`config.mk`:
```
export PLATFORM = sky130hd
export DESIGN_NAME = sr_clamp
export DESIGN_NICKNAME = d
export VERILOG_FILES = /design/src/rtl/sr_clamp.sv
export SDC_FILE = /design/constraint.sdc
export NUM_CORES = 1
export LEC_CHECK = 0
export BUFFER_PORTS_ARGS = -buffer_cell sky130_fd_sc_hd__buf_2
export CORE_ASPECT_RATIO = 1.75
export CORE_UTILIZATION = 30
export CTS_BUF_LIST = sky130_fd_sc_hd__clkbuf_8
export DETAILED_ROUTE_END_ITERATION = 7
export PLACE_DENSITY = 0.44
export SKIP_CTS_REPAIR_TIMING = 1
export SYNTH_ARGS = -nofsm -noshare
export SYNTH_HDL_FRONTEND = slang
export SYNTH_SLANG_ARGS = --single-unit
```
`constraint.sdc`:
```
create_clock -name clk -period 3.5 [get_ports clk]
set_input_delay 0.7 -clock clk [delete_from_list [all_inputs] [get_ports clk]]
set_output_delay 0.7 -clock clk [all_outputs]
set_load 0.01 [all_outputs]
```
`src/rtl/sr_clamp.sv`:
```
module sr_clamp #(
  parameter int CW = 16
) (
  input  logic          clk,
  input  logic          rst_n,
  input  logic          pwm0,
  input  logic          pwm1,
  input  logic          wr_en,
  input  logic          wr_addr,
  input  logic [CW-1:0] wr_data,
  output logic          sr0,
  output logic          sr1
);
  localparam logic [CW-1:0] TOP = {CW{1'b1}};

  logic [1:0]    pwm, rise, sr;
  logic          pwm_q [2];
  logic [CW-1:0] cnt   [2];
  logic [CW-1:0] match [2];
  logic [CW-1:0] hold;
  logic          gate, xfer;

  assign pwm  = {pwm1, pwm0};
  assign xfer = gate & rise[0];
  assign sr0  = sr[0];
  assign sr1  = sr[1];

  always_ff @(posedge clk or negedge rst_n) begin
    if (!rst_n) begin
      hold <= '0;
      gate <= 1'b0;
    end else if (wr_en) begin
      if (wr_addr) gate <= wr_data[0];
      else         hold <= wr_data;
    end
  end

  for (genvar i = 0; i < 2; i++) begin : g_ph
    logic [CW-1:0] cnt_now;

    assign rise[i]  = pwm[i] & ~pwm_q[i];
    assign cnt_now  = rise[i] ? '0 : cnt[i];
    assign sr[i]    = pwm[i] & (cnt_now < match[i]);

    always_ff @(posedge clk or negedge rst_n) begin
      if (!rst_n) begin
        pwm_q[i] <= 1'b0;
        cnt[i]   <= '0;
        match[i] <= TOP;
      end else begin
        pwm_q[i] <= pwm[i];
        if (pwm[i] && cnt_now != TOP) cnt[i] <= cnt_now + 1'b1;
        else if (pwm[i])              cnt[i] <= TOP;
        if (xfer) match[i] <= hold;
      end
    end
  end
endmodule

```
* Yosys cells after proc, flatten, opt, wreduce, memory -nomap -nowiden
Index checks and enable logic that the tools add are counted. W data, S select, Z words.
Cells by class: add/sub/neg operators 2, $lt $le $gt $ge 2, equal/unequal tests 2, multiplexer cells 6, bitwise operators 8, reductions and logical operators 6
Operators by type and width (number):
- $mux W16 | 6
- $add A16 B1 Y16 const B | 2
- $lt A16 B16 Y1 | 2
- $ne A16 B16 Y1 const B | 2
- $and A1 B1 Y1 | 5
- $reduce_and A2 Y1 | 2
- $reduce_bool A2 Y1 | 2
- $not A1 Y1 | 3
- $logic_and A1 B1 Y1 | 2
Word-level totals: bits in registers 67, input port bits 22, output and inout bits 2, logic and storage cells 33

* Depth between registers and ports, before layout
Gate-level depths: netlist (run 1).
depth in word-level cells 6, depth in mapped cells 11, mapped depth without buffers 9

* Worst setup path after synthesis (run 1)
Ideal clock, no wire load.
path type input -> output, start point in pwm0, end point out sr0, data arrival time 2.659 ns, data required time 2.800 ns, path slack 0.141 ns, cell stages on the path 10, buffers on the path 2, cells stage by stage clkbuf_1 nand2b_1 clkbuf_1 and2_1 ha_1 a21oi_1 nor2b_1 a2111oi_0 nor2_1 nor4_1
Between the ends: cells in the longest elaborated chain, start to end 4
Ends and longest elaborated chain:
- start, declared | RTL line 6 | input logic pwm0,
- $and A1 B1 Y1 | RTL line 41 | assign rise[i] = pwm[i] & ~pwm_q[i];
- $mux W16 | RTL line 42 | assign cnt_now = rise[i] ? '0 : cnt[i];
- $lt A16 B16 Y1 | RTL line 43 | assign sr[i] = pwm[i] & (cnt_now < match[i]);
- $and A1 B1 Y1 * | RTL line 43
- end, declared | RTL line 11 | output logic sr0,
Every way passes the cells marked *; elsewhere a longest branch is shown, timed or not.

* Worst setup path in the final report (run 1)
start point reg pwm_q[1] in the netlist's numbering, end point out sr0
Between the ends: cells in the longest elaborated chain, start to end 5
Ends and longest elaborated chain:
- start, declared | RTL line 17 | logic pwm_q [2];
- start signal, assigned by index | RTL line 51 | pwm_q[i] <= pwm[i];
- $not A1 Y1 | RTL line 41
- $and A1 B1 Y1 | RTL line 41
- $mux W16 | RTL line 42
- $lt A16 B16 Y1 | RTL line 43
- $and A1 B1 Y1 | RTL line 43
No other way between the ends.

==> results.py, run 1 <==
metrics = {
    "placement": {
        "dp_cells": 630,
        "gp_congestion": 0.856,
        "portBuffers": 23,
        "hpwl_mm": 9.11,
        "pre_cts_slack_ns": -0.100,
        "placed_area_um2": 4530,
    },
    "critical_path": {
        "crit_fanout": 16,
        "crit_path_top_delay_cell": "dfrtp_1",
        "crit_buf_inv": 2,
        "path_delay_family": "simple AND/OR/NAND/NOR gates",
        "reg2reg_from": "pwm_q[0]",
        "end_kind": "primary output",
        "rrSetupSlack_ns": 1.04,
        "required_ns": 2.80,
        "reg2reg_to": "cnt[4]",
        "critPathArrivalTime_ns": 2.63,
        "reg2reg_depth": 9,
        "critical-path-max-stage-delay_ns": 0.39,
        "critPathLaunchType": "flip-flop",
        "critPathKind": "flip-flop to primary output",
        "cp_cell_sequence": "nand2b_4 -> and2_1 -> ha_1 -> a21oi_1 -> nand2_1 -> a2111oi_2 -> nor2_1 -> nor4_2 -> buf_4 -> buf_2",
    },
    "timing": {
        "post-route-period-util": 0.952,
        "skew_ns": 0.0109,
        "worst_pin_slew_ns": 0.707,
        "setup_slack_ns": 0.167,
        "finalHoldViolCount": 0,
        "drv_slew": 0,
        "min_period_ns": 3.33,
        "slew_headroom": 0.527,
        "rsz0062_at_grt": "false",
        "tns_ns": 0,
        "max_freq_mhz": 300,
        "setup_viol": 0,
    },
    "cells_and_area": {
        "stdcell_area_um2": 4820,
        "instances_no_fill": 647,
        "drive_above_1_share": 0.264,
        "area_delta_synth_final_pct": 15.8,
        "nets": 520,
        "diodes": 0,
        "nFillCells": 1423,
    },
    "drt": {
        "ant_nets": 0,
        "vias": 3419,
        "viasPerCell": 5.28,
        "firstDrtPassIters": 4,
        "routed_wl_mm": 11.7,
        "wl_per_cell_um": 18.1,
        "drc": 0,
        "drt_iter0_markers": 97,
    },
    "floorplan": {
        "dieArea_um2": 14400,
        "initial_utilization": 0.309,
        "die_height_um": 158,
        "ios": 24,
        "row_count": 56,
        "die_x_um": 91.0,
        "core_area_um2": 13500,
    },
    "global_route": {
        "grt-ovfl-total": 0,
        "grt_pass1_vias": 3621,
        "track_usage": 0.174,
        "antenna_found_initial": 0,
        "grt_max_degree": 28,
        "grt_pass1_wl_mm": 18.9,
    },
    "synthesis": {
        "syn_nets": 488,
        "synthArstFlopShare": 1.00,
        "yosysTopAreaCell": "dfrtp_1",
        "synth-simple-area-share": 0.219,
        "syn_inst": 436,
        "synth_cell_type_count": 48,
        "synth.area.top_cells": "dfrtp_1 (31%), dfstp_2 (10%), ha_1 (9.0%)",
        "synth_top_family_by_area": "simple AND/OR/NAND/NOR gates",
        "synth_top_area_frac": 0.307,
        "syn_avg_cell_area_um2": 9.54,
        "synth_mux_area_frac": 0.0965,
        "yosys_warnings": 0,
        "synth_compound_area_frac": 0.146,
        "yosys.area_share.xor_xnor": 0,
        "synth_edf_count": 0,
        "synth_fa_ha_area_frac": 0.0902,
        "synth_area_um2": 4160,
        "synthFlopType": "dfrtp_1",
        "ys_seq_elements": 67,
        "yosysSeqAreaShare": 0.408,
    },
    "power": {
        "power_frac_seq": 0.474,
        "peakVddDrop_mv": 0.191,
        "power_mw": 2.18,
        "power_density_nw_per_um2": 452,
        "p_int_mw": 1.45,
        "power.share.clock": 0.277,
        "swShare": 0.337,
        "power_frac_comb": 0.249,
        "p_switching_mw": 0.734,
        "p_leak_nw": 2.09,
    },
    "clocking": {
        "path_clk_slew_ns": 0.08,
        "cts_made_buffers": 9,
        "cts_tree": "done",
        "numClockSinks": 67,
        "clk-insertion-delay-late_ns": 0.36,
        "clk_path_buf_depth": 2,
        "cts-htree-levels": 3,
        "cts_root_buffer": "clkbuf_8",
    },
    "run": {
        "cap_violations": 0,
    },
    "status": {
        "outcome": "complete, no violations",
    },
    "worst_hold_path": {
        "worstHoldPathType": "primary input to asynchronous set/reset pin",
    },
}
## final cells by class
cell class / instances / area (um^2) / share of cell area
well taps: 174 / 218 / 0.0452
clock inverters: 7 / 53.8 / 0.0112
repair buffers: 40 / 249 / 0.0517
multi-input cells: 327 / 2390 / 0.496
inverters: 23 / 86.3 / 0.0179
flip-flops and latches: 67 / 1700 / 0.352
clock buffers: 9 / 124 / 0.0257
## power groups by stage
stage          Combinational (mW)  Sequential [mW]  Clock (mW)
2_1_floorplan               0.357             1.01           0
3_3_place_gp                0.498             1.05           0
3_5_place_dp                0.513             1.05           0
4_1_cts                     0.515             1.03       0.631
5_1_grt                     0.614             1.05       0.663
6_report                    0.543             1.03       0.603
## cells by family after synthesis
family,after synthesis
AND/OR/NAND/NOR,166
AO/OA/AOI/OAI,95
flip-flops,67
buffers and inverters,42
multiplexers,36
adder cells (fa/ha/maj),30
## through the flow
stage | hold WS (ns) | utilization
2_1_floorplan | 0.404 | -
3_3_place_gp | 0.494 | 0.337
3_5_place_dp | 0.495 | 0.337
4_1_cts | 0.315 | 0.350
5_1_grt | 0.331 | 0.358
6_report | 0.310 | 0.358
## routing by layer
metal | track usage | vias to the layer above | routed length, um
met5 | 0 | - | 0
met4 | 0.0695 | 0 | 288
met3 | 0.0283 | 15 | 268
met2 | 0.348 | 52 | 6730
met1 | 0.174 | 1693 | 4400
li1 | - | 1659 | -
## cells in the mapped netlist (all sizes together) (3+ instances only)
library cell	instances
and3	6
mux2i	3
a211oi	6
dfrtp	51
o31ai	4
mux2	33
and2	28
nor3	13
inv	23
a21oi	22
nor2	23
or3	3
nor4b	3
o211ai	3
o22ai	3
a31oi	8
nand3	12
nor4	6
a22o	7
a21o	4
clkbuf	12
dfstp	16
o21ai	23
ha	30
nand4	17
nand2	38
buf	7
nor2b	9
## state kept, by name, summed over array words and instances, names as in the netlist
| name | cells |
|---|---|
| cnt | 32 |
| gate | 1 |
| hold | 16 |
| match | 16 |
| pwm_q | 2 |
## worst max-delay path by stage
stage             start  end  depth (start not counted)
2_1_floorplan      pwm0  sr0                         10
3_3_place_gp       pwm0  sr0                         12
3_5_place_dp       pwm0  sr0                         12
4_1_cts        pwm_q[1]  sr0                         11
5_1_grt        pwm_q[1]  sr0                         11
6_report       pwm_q[1]  sr0                         10
## cell usage in the layout, fill, tap and decap left out, drive strengths merged, types with 12 or more instances in the layout
cell type,n
a21oi,22
and2,28
buf,40
dfrtp,51
dfstp,16
ha,30
inv,26
mux2,33
nand2,38
nand3,12
nand4,17
nor2,23
nor3,13
o21ai,23
No activity file was read; power rests on OpenSTA's default activity.
==> run 2: changes to the inputs <==
--- a/config.mk
+++ b/config.mk
@@ -12,4 +12,5 @@
 export DETAILED_ROUTE_END_ITERATION = 7
 export PLACE_DENSITY = 0.44
+export SETUP_SLACK_MARGIN = 0.2
 export SKIP_CTS_REPAIR_TIMING = 1
 export SYNTH_ARGS = -nofsm -noshare
==> constraint.sdc (replaced) <==
create_clock -name clk -period 3.5 [get_ports clk]
set_input_delay 0.7 -clock clk [delete_from_list [all_inputs] [get_ports clk]]
set_output_delay 0.7 -clock clk [all_outputs]
set_load 0.005 [all_outputs]
==> run 2 against run 1 <==
Compared with the run above: critical endpoint unchanged; sequential share of layout area down 0.28 points; clock-buffer cell count unchanged; clock power up 9.3%; total power up 2.8%; die area unchanged; first-iteration DRC count up 38%; routed wire length down 0.31%; maximum frequency up 5.8%; combinational power up 0.9%; non-clock buffer count unchanged; cell count unchanged; register-to-register slack worse by 0.05 ns.
==> results.py, run 2 (same netlist as run 1, synthesis figures left out) <==
metrics = {
    "status": {
        "outcome": "complete, no violations",
    },
    "placement": {
        "portBuffers": 23,
        "hpwl_mm": 8.99,
        "pre_cts_slack_ns": 0.0280,
        "gp_congestion": 0.848,
    },
    "power": {
        "power_density_nw_per_um2": 461,
        "p_leak_nw": 2.11,
        "peakVddDrop_mv": 0.202,
    },
    "timing": {
        "drv_slew": 0,
        "max_freq_mhz": 317,
        "min_period_ns": 3.15,
        "setup_slack_ns": 0.349,
        "skew_ns": 0.00857,
        "setup_viol": 0,
        "finalHoldViolCount": 0,
        "post-route-period-util": 0.900,
        "rsz0062_at_grt": "true",
        "tns_ns": 0,
        "worst_pin_slew_ns": 0.675,
        "slew_headroom": 0.549,
    },
    "clocking": {
        "cts_made_buffers": 9,
        "numClockSinks": 67,
        "cts_tree": "done",
        "path_clk_slew_ns": 0.08,
        "cts_root_buffer": "clkbuf_8",
        "clk_path_buf_depth": 2,
        "clk-insertion-delay-late_ns": 0.35,
        "cts-htree-levels": 3,
    },
    "global_route": {
        "track_usage": 0.174,
        "grt_pass1_wl_mm": 18.8,
        "grt-ovfl-total": 0,
        "grt_max_degree": 29,
        "grt_pass1_vias": 3504,
        "antenna_found_initial": 0,
    },
    "floorplan": {
        "die_height_um": 158,
        "die_x_um": 91.0,
        "ios": 24,
        "core_area_um2": 13500,
        "row_count": 56,
        "dieArea_um2": 14400,
        "initial_utilization": 0.309,
    },
    "run": {
        "cap_violations": 0,
    },
    "drt": {
        "viasPerCell": 5.18,
        "drt_iter0_markers": 134,
        "wl_per_cell_um": 18.0,
        "drc": 0,
        "ant_nets": 0,
        "routed_wl_mm": 11.7,
        "vias": 3353,
        "firstDrtPassIters": 4,
    },
    "cells_and_area": {
        "largest_register_ffs": 32,
        "diodes": 0,
        "multiInputGateArea_um2": 2420,
        "drive_above_1_share": 0.268,
        "regArea_um2": 1700,
        "largest_register": "cnt",
        "area_delta_synth_final_pct": 16.7,
        "most-common-layout-cells": "dfrtp_1 (51), nand2_1 (38), mux2_2 (33)",
        "layout_commonest_cell": "dfrtp_1",
        "nFillCells": 1435,
        "nets": 520,
        "largest_registers": "cnt: 32 flops, hold: 16 flops, match: 16 flops",
    },
    "critical_path": {
        "critPathKind": "primary input to primary output",
        "end_kind": "primary output",
        "required_ns": 2.80,
        "crit_fanout": 7,
        "critPathArrivalTime_ns": 2.45,
        "critPathLaunchType": "primary input",
    },
    "worst_hold_path": {
        "worstHoldPathType": "primary input to asynchronous set/reset pin",
    },
}
## run 2: worst max-delay path, stage by stage
cell and delay [ns]:
buf_2 0.13, nand2b_4 0.08, and2_1 0.18, ha_1 0.30
a21oi_1 0.14, nand2_1 0.07, a2111oi_1 0.39, nor2_1 0.14
nor4_4 0.16, buf_2 0.15
## run 2: final cells by class
cell class / instances / area share
clock buffer: 9 / 0.0255
tap: 174 / 0.0448
inverter: 23 / 0.0178
timing repair buffer: 40 / 0.0507
sequential: 67 / 0.349
clock inverter: 7 / 0.0142
multi-input combinational: 327 / 0.498
## run 2: power breakdown
group          internal, mW  switching (mW)  total, mW
registers             0.942          0.0896       1.03
clock network         0.328           0.332      0.659
logic                 0.242           0.306      0.548
total                  1.51           0.728       2.24
## run 2: through the flow
stage	power, mW	utilization	instances	instance area [um^2]	hold slack [ns]
2_1_floorplan	1.37	-	436	4160	0.404
3_3_place_gp	1.55	0.337	630	4530	0.498
3_5_place_dp	1.57	0.337	630	4530	0.498
4_1_cts	2.24	0.351	646	4730	0.318
5_1_grt	2.39	0.361	647	4860	0.353
6_report	2.24	0.361	647	4860	0.324
## run 2: metal layers
layer	track usage	routed length [um]	vias to the layer above	share of wire
li1	-	-	1656	-
met1	0.175	4470	1632	0.38
met2	0.353	6710	50	0.58
met3	0.0245	222	15	0.019
met4	0.0635	244	0	0.021
met5	0	0	-	0
## run 2: path summary, 6_finish.rpt
path / from / end / slack, ns / cells past startpoint
worst max-delay path: pwm0 / sr0 / 0.35 / 10
worst min-delay path: rst_n / gate / 0.32 / 1
worst max register to register: pwm_q[1] / cnt[25] / 0.99 / 10
worst min register to register: hold[2] / match[18] / 0.51 / 1
max in group asynchronous: rst_n / match[20] / 2.36 / 2
min in group clk: hold[2] / match[18] / 0.51 / 1
